## src/rtl/mfs_pkg.sv

```systemverilog
package mfs_pkg;

  typedef enum logic [2:0] {
    ST_UV         = 3'd0,
    ST_RUN        = 3'd1,
    ST_SLEEP_PEND = 3'd2,
    ST_SLEEP      = 3'd3,
    ST_WAKE       = 3'd4
  } pwr_state_e;

  function automatic int max2(input int a, input int b);
    return (a > b) ? a : b;
  endfunction

endpackage

```

## src/rtl/mfs_power_seq.sv

```systemverilog
module mfs_power_seq
  import mfs_pkg::*;
#(
  parameter int SLEEP_DELAY = 200,
  parameter int WAKE_DELAY  = 100
) (
  input  logic       clk,
  input  logic       rst,
  input  logic       sleep_n_i,
  input  logic       uv_i,
  output pwr_state_e st_o
);

  localparam int CNT_MAX = max2(SLEEP_DELAY, WAKE_DELAY);
  localparam int CW      = $clog2(CNT_MAX + 1);
  localparam logic [CW-1:0] SLEEP_LAST = CW'(SLEEP_DELAY - 1);
  localparam logic [CW-1:0] WAKE_LAST  = CW'(WAKE_DELAY - 1);

  pwr_state_e    st_q;
  logic [CW-1:0] cnt_q;

  always_ff @(posedge clk) begin
    if (rst) begin
      st_q  <= ST_WAKE;
      cnt_q <= '0;
    end else if (uv_i) begin
      st_q  <= ST_UV;
      cnt_q <= '0;
    end else begin
      case (st_q)
        ST_UV: begin
          st_q  <= ST_WAKE;
          cnt_q <= '0;
        end
        ST_RUN: begin
          if (!sleep_n_i) begin
            st_q  <= ST_SLEEP_PEND;
            cnt_q <= '0;
          end
        end
        ST_SLEEP_PEND: begin
          if (sleep_n_i) begin
            st_q  <= ST_RUN;
            cnt_q <= '0;
          end else if (cnt_q == SLEEP_LAST) begin
            st_q  <= ST_SLEEP;
            cnt_q <= '0;
          end else begin
            cnt_q <= cnt_q + 1'b1;
          end
        end
        ST_SLEEP: begin
          if (sleep_n_i) begin
            st_q  <= ST_WAKE;
            cnt_q <= '0;
          end
        end
        ST_WAKE: begin
          if (!sleep_n_i) begin
            st_q  <= ST_SLEEP_PEND;
            cnt_q <= '0;
          end else if (cnt_q == WAKE_LAST) begin
            st_q  <= ST_RUN;
            cnt_q <= '0;
          end else begin
            cnt_q <= cnt_q + 1'b1;
          end
        end
        default: begin
          st_q  <= ST_WAKE;
          cnt_q <= '0;
        end
      endcase
    end
  end

  assign st_o = st_q;

endmodule

```

## src/rtl/mfs_oc_channel.sv

```systemverilog
module mfs_oc_channel
  import mfs_pkg::*;
#(
  parameter int OCP_DEGLITCH = 16,
  parameter int OCP_RETRY    = 1000
) (
  input  logic clk,
  input  logic rst,
  input  logic run_i,
  input  logic oc_i,
  output logic trip_o
);

  localparam int CNT_MAX = max2(OCP_DEGLITCH, OCP_RETRY);
  localparam int CW      = $clog2(CNT_MAX + 1);
  localparam logic [CW-1:0] DG_LAST = CW'(OCP_DEGLITCH - 1);
  localparam logic [CW-1:0] RT_LAST = CW'(OCP_RETRY - 1);

  logic          trip_q;
  logic [CW-1:0] cnt_q;

  // Counter is shared: it counts high samples while armed and retry cycles while tripped.
  always_ff @(posedge clk) begin
    if (rst || !run_i) begin
      trip_q <= 1'b0;
      cnt_q  <= '0;
    end else if (!trip_q) begin
      if (oc_i) begin
        if (cnt_q == DG_LAST) begin
          trip_q <= 1'b1;
          cnt_q  <= '0;
        end else begin
          cnt_q <= cnt_q + 1'b1;
        end
      end else begin
        cnt_q <= '0;
      end
    end else begin
      if (cnt_q == RT_LAST) begin
        trip_q <= 1'b0;
        cnt_q  <= '0;
      end else begin
        cnt_q <= cnt_q + 1'b1;
      end
    end
  end

  assign trip_o = trip_q;

endmodule

```

## src/rtl/mfs_supervisor.sv

```systemverilog
module mfs_supervisor
  import mfs_pkg::*;
#(
  parameter int NB           = 2,
  parameter int OCP_DEGLITCH = 16,
  parameter int OCP_RETRY    = 1000,
  parameter int SLEEP_DELAY  = 200,
  parameter int WAKE_DELAY   = 100
) (
  input  logic          clk,
  input  logic          rst,
  input  logic          sleep_n_i,
  input  logic          uv_i,
  input  logic          ot_i,
  input  logic [NB-1:0] oc_raw_i,
  output logic [NB-1:0] bridge_en_o,
  output logic          fault_n_o,
  output logic          ready_o,
  output logic [2:0]    state_o,
  output logic          logic_rst_o,
  output logic          reg_en_o
);

  pwr_state_e    pwr_st;
  logic          run;
  logic          uv_any;
  logic [NB-1:0] trip;

  mfs_power_seq #(
    .SLEEP_DELAY(SLEEP_DELAY),
    .WAKE_DELAY (WAKE_DELAY)
  ) u_pwr (
    .clk      (clk),
    .rst      (rst),
    .sleep_n_i(sleep_n_i),
    .uv_i     (uv_i),
    .st_o     (pwr_st)
  );

  assign uv_any = uv_i || (pwr_st == ST_UV);
  assign run    = !uv_i && ((pwr_st == ST_RUN) || (pwr_st == ST_SLEEP_PEND));

  for (genvar b = 0; b < NB; b++) begin : g_oc
    mfs_oc_channel #(
      .OCP_DEGLITCH(OCP_DEGLITCH),
      .OCP_RETRY   (OCP_RETRY)
    ) u_chan (
      .clk   (clk),
      .rst   (rst),
      .run_i (run),
      .oc_i  (oc_raw_i[b]),
      .trip_o(trip[b])
    );
  end

  always_ff @(posedge clk) begin
    if (rst) begin
      bridge_en_o <= '0;
      fault_n_o   <= 1'b1;
      ready_o     <= 1'b0;
      state_o     <= ST_WAKE;
      logic_rst_o <= 1'b0;
      reg_en_o    <= 1'b0;
    end else begin
      for (int b = 0; b < NB; b++) begin
        bridge_en_o[b] <= run && !ot_i && !trip[b];
      end
      fault_n_o   <= !(uv_any || (run && (ot_i || (|trip))));
      ready_o     <= run;
      state_o     <= pwr_st;
      logic_rst_o <= uv_any;
      reg_en_o    <= !(uv_any || (pwr_st == ST_SLEEP));
    end
  end

endmodule

```

## config.mk

```make
export PLATFORM = sky130hd
export DESIGN_NAME = mfs_supervisor
export DESIGN_NICKNAME = d
export VERILOG_FILES = /design/src/rtl/mfs_pkg.sv /design/src/rtl/mfs_power_seq.sv /design/src/rtl/mfs_oc_channel.sv /design/src/rtl/mfs_supervisor.sv
export SDC_FILE = /design/constraint.sdc
export NUM_CORES = 1
export LEC_CHECK = 0
export ABC_AREA = 1
export BUFFER_PORTS_ARGS = -buffer_cell sky130_fd_sc_hd__buf_2
export CORE_MARGIN = 1
export CORE_UTILIZATION = 55
export DETAILED_ROUTE_END_ITERATION = 7
export PLACE_DENSITY = 0.72
export SLEW_MARGIN = 10
export SYNTH_ARGS = -nofsm -noshare
export SYNTH_HDL_FRONTEND = slang
export SYNTH_SLANG_ARGS = --single-unit
```

## constraint.sdc

```tcl
create_clock -name clk -period 3.44 [get_ports clk]
set_input_delay 0.344 -clock clk [delete_from_list [all_inputs] [get_ports clk]]
set_output_delay 0.344 -clock clk [all_outputs]
set_load 0.05 [all_outputs]
```

# After elaboration in Yosys (flattened, before gate mapping)
# Index checks and enable logic that the tools add are counted.
# word_totals
ff_bits,42
in_bits,7
out_inout_bits,9
wordCells,89
# classes
add_sub_neg,3
n_eq_ne,18
n_mux,31
n_reduce_logical,24
# ops
op,count
$mux W10,8
$mux W8,6
$pmux W8 S4,1
$mux W3,7
$add A10 B1 Y10 const B,2
$eq A10 B10 Y1 const B,2
$eq A10 B4 Y1 const B,2
$pmux W3 S4,1
$add A8 B1 Y8 const B,1
$eq A8 B7 Y1 const B,1
$eq A8 B8 Y1 const B,1
$mux W1,8
$ne A4 B3 Y1 const B,2
$reduce_and A4 Y1,2
$logic_not A1 Y1,7
$eq A3 B2 Y1 const B,2
$logic_or A1 B1 Y1,6
$ne A3 B2 Y1 const B,2
$ne A3 B3 Y1 const B,2
$logic_and A1 B1 Y1,5
$ne A2 B2 Y1 const B,2
$reduce_or A2 Y1,2
$eq A3 B1 Y1 const B,1
$eq A3 B3 Y1 const B,1
other kinds (2),2

# Longest topological paths before layout
# logic_depth
depth_word,6
mapped_depth,9
depth_no_buf,9

# Hierarchy
# Synthesis repeated with hierarchy kept, for this count alone.
# hier_totals
cells_unflattened,297
hier_area_um2,2100.8
# modules_own_cells
mod,instances,cells_each,area_per_inst_um2,seq_area_each_um2
mfs_power_seq,1,107,700.7,220.2
mfs_oc_channel at g_oc[0].u_chan,1,75,550.5,220.2
mfs_oc_channel at g_oc[1].u_chan,1,74,535.5,220.2
mfs_supervisor,1,41,314.1,180.2

# Least setup slack after synthesis
# OpenSTA, ideal clock, no wires.
# synth_timing
kind,register -> register
from,register g_oc[1].u_chan.cnt_q[0]
to,register g_oc[1].u_chan.cnt_q[0]
setup_ns,0.120
arrival_ns,1.200
required_time_ns,3.320
slack_ns,2.119
stages_incl_launch_ff,9
path_buffers,0
synth_period_minus_slack_ns,1.321
cell_sequence,dfxtp_1 > ha_1 > nand2_1 > nor2_2 > nand4_1 > nand3_1 > nand2_1 > nand2_4 > nor2_1
# synth_between
elab_chain_cells,4
elab_cells_between_ends,7
classes_between,add/sub: 1; eq/ne: 2; mux: 4
# synth_lines
element,line,text
start: declaration,mfs_oc_channel.sv:20,logic [CW-1:0] cnt_q;
start signal: assignment,mfs_oc_channel.sv:33,cnt_q <= cnt_q + 1'b1;
start signal: assignment,mfs_oc_channel.sv:43,cnt_q <= cnt_q + 1'b1;
$add A10 B1 Y10 or $eq A10 B4 Y1 (tied branches),"mfs_oc_channel.sv:33, mfs_oc_channel.sv:43, mfs_oc_channel.sv:29",
$mux W10,mfs_oc_channel.sv:29,if (cnt_q == DG_LAST) begin
$mux W10,mfs_oc_channel.sv:28,if (oc_i) begin
$mux W10 *,mfs_oc_channel.sv:27,end else if (!trip_q) begin
# Mark *: on every way between the ends. The rest lies on a longest branch, timed or not.
# A chain may end at the register's enable or synchronous reset.

# Worst setup path in the final report
# layout_timing
from,register g_oc[1].u_chan.cnt_q[0]
to,register g_oc[1].u_chan.cnt_q[8]
# The elaborated chain is that of the path after synthesis.

==> impl_metrics.csv <==
group,metric,value,unit
run_status,outcome,"complete, no violations",
logic_synthesis,synthesis.area,2057,sq um
cts,clock-sinks,42,
logic_synthesis,syn_area_per_cell,7.268,sq um
placed_design,dp_hpwl,2783,um
placed_design,placement.io_buffers,15,
logic_synthesis,synth_top_area_share,0.4088,
final_layout,final_common_cell,"nand2_1",
sta,worst_pin_slew,338.3,ps
sta,setup_tns,0,ps
routing,firstDrtPassIters,4,
routing,drtIter0Drc,99,
cts,tritoncts,"built",
cts,htree_levels,2,
placed_design,gp_congestion,0.8470,
final_layout,final_area,2270,sq um
cts,hold_buffers,0,
sta,worst_slack,1974,ps
logic_synthesis,synth_area_leader_cell,"dfxtp_1",
floorplanning,die_width,63.16,um
power,p_leak,0.9683,nW
critical_path,startpoint_type,"flip-flop",
final_layout,drive_above_1_share,0.1475,
floorplanning,chipHeight,63.16,um
critical_path,critical_path_arrival,1660,ps
cts,insertion_delay,300,ps
power,power_switching,0.0002300,W
sta,relSlewSlack,0.7721,
routing,wl_per_cell,10.71,um
logic_synthesis,synth.distinct_cells,28,
cts,cts_resized,0,
logic_synthesis,ys_top_cells_by_area,"dfxtp_1 (41%), nand2_1 (11%), nor2_1 (10%)",
floorplanning,num_rows,21,
routing,avgViaCountPerCell,4.926,
floorplanning,core,3468,sq um
logic_synthesis,synth_nets,293,
critical_path,crit_fanout,10,
global_route,grt_pass1_vias,1616,
critical_path,crit_required,3630,ps
final_layout,layout.nets,314,
global_route,gr-total-overflow,0,
final_layout,diodes,0,
cts,cts-root-buf,"clkbuf_8",
sta,clock_skew,7.218,ps
routing,vias,1729,
run,cap_violations,0,
placed_design,dp_slack,1977,ps
sta,drv_slew,0,
routing,finalWirelength,3759,um
power,powerDensity,398.9,nW/um^2
worst_hold_path,hp-class,"input port to flip-flop",
cts,cts_buffer_depth,2,
global_route,grt_max_degree,17,
power,combPwrFrac,0.081,
floorplanning,ios,16,
final_layout,synthToLayoutAreaGrowth,10.34,%
power,pwr-share-seq,0.550,
critical_path,worst-setup-path-type,"flip-flop to flip-flop",
cts,path_clk_slew,80,ps
sta,hold_viol_final,0,
global_route,antenna_found_initial,0,
logic_synthesis,ys_seq_elements,42,
sta,holdWs,235.9,ps
sta,rsz0062_at_grt,"false",
critical_path,end_kind,"flip-flop",
floorplanning,start_util,0.5931,
routing,drc,0,
logic_synthesis,ys.warnings.count,0,
routing,ant_nets,0,
floorplanning,die-area,3989,sq um
placed_design,dpl_cell_area,2175,sq um
power,power.share.clock,0.369,
global_route,track_usage,0.2097,
cts,cts_buffers,5,
sta,fin_crit,1466,ps
logic_synthesis,synthCells,283,
power,switching_share,0.2540,
final_layout,mostFrequentLayoutCells,"nand2_1 (59), nor2_1 (56), dfxtp_1 (42)",
global_route,grt_pass1_wl,6596,um
sta,fin_crit_sh,0.4261,
power,ir_drop,248.5,uV
cts,cts_post_setup_buffers_inserted,0,
logic_synthesis,ys_seq_area_frac,0.4088,
sta,setup_violations,0,
power,p_int,0.0006755,W
sta,clock.fmax,682.3,MHz
==> flip-flops by register name, summed over array words and instances, names as in the netlist <==
register / cells
bridge_en_o: 2
fault_n_o: 1
g_oc.u_chan.cnt_q: 20
g_oc.u_chan.trip_o: 2
logic_rst_o: 1
ready_o: 1
reg_en_o: 1
state_o: 3
u_pwr.cnt_q: 8
u_pwr.st_o: 3
==> final timing paths <==
path	from	to	slack [ps]	cells past startpoint
max	g_oc[1].u_chan.cnt_q[0]$_SDFF_PP0_	g_oc[1].u_chan.cnt_q[8]$_SDFF_PP0_	1970	8
min	ot_i	bridge_en_o[0]$_SDFF_PP0_	240	2
max reg2reg	g_oc[1].u_chan.cnt_q[0]$_SDFF_PP0_	g_oc[1].u_chan.cnt_q[8]$_SDFF_PP0_	1970	8
min reg2reg	g_oc[1].u_chan.trip_o$_SDFF_PP0_	bridge_en_o[1]$_SDFF_PP0_	450	1
==> synthesized netlist by cell type <==
master / number
nand2_1: 59
nor2_1: 56
dfxtp_1: 42
inv_1: 31
nand3_1: 24
xor2_1: 12
nor3_1: 9
nand4_1: 7
a21oi_1: 6
nand2_2: 5
o21ai_0: 5
ha_1: 3
inv_2: 3
nand2_4: 3
nand3_2: 3
nand3_4: 2
xnor2_1: 2
buf_8: 1
inv_4: 1
nand3b_1: 1
nor2_2: 1
nor2_4: 1
nor3_2: 1
nor3_4: 1
o211ai_1: 1
o21ai_2: 1
o21bai_1: 1
or2_0: 1
==> final cells by class <==
| class | instances | area (sq um) |
|---|---|---|
| Clock buffer | 6 | 82.58 |
| Clock inverter | 2 | 12.51 |
| Fill cell | 326 | 1199 |
| Inverter | 35 | 133.9 |
| Multi-Input combinational cell | 205 | 1067 |
| Sequential cell | 42 | 840.8 |
| Tap cell | 46 | 57.56 |
| Timing Repair Buffer | 15 | 75.07 |
==> metrics by stage <==
| step | std cells | util | power [W] |
|---|---|---|---|
| after global routing | 351 | 0.6544 | 0.0009409 |
| after CTS | 351 | 0.6544 | 0.0009146 |
| final | 351 | 0.6544 | 0.0009055 |
| after floorplan | 283 | - | 0.0005659 |
| after detailed placement | 343 | 0.6270 | 0.0005826 |
| after global placement | 343 | 0.6270 | 0.0005816 |
==> critical path: stages (launching register included) <==
cell	delay, ps
dfxtp_1	430
ha_1	210
nand2_1	80
nor2_2	160
nand4_1	120
nand3_1	80
nand2_1	80
nand2_4	120
nor2_1	60
==> kinds of logic (layout without fill, tap and decap cells) <==
logic type | after synthesis | in the layout | share of synthesized area
simple gates | 174 | 174 | 0.4027
compound gates | 14 | 14 | 0.03832
fa+ha+maj | 3 | 3 | 0.01825
buf+inv | 36 | 58 | 0.07238
flops | 42 | 42 | 0.4088
xor+xnor | 14 | 14 | 0.05961
==> power by group through the flow <==
stage	clock, W	sequential [W]	combinational, W
after global routing	0.000362	0.000499	0.0000800
final	0.000334	0.000498	0.0000730
after global placement	0	0.000509	0.0000725
after CTS	0.000343	0.000498	0.0000732
after floorplan	0	0.000525	0.0000410
after detailed placement	0	0.000510	0.0000731
==> routing by layer <==
metal  part of all wire  track usage  routed length [um]
met1               0.50       0.2556                1894
met2               0.45       0.3427                1693
met3              0.025      0.04529                  95
met4              0.020       0.1105                  76
met5                  0            0                   0
(Power assumes the default switching activity.)
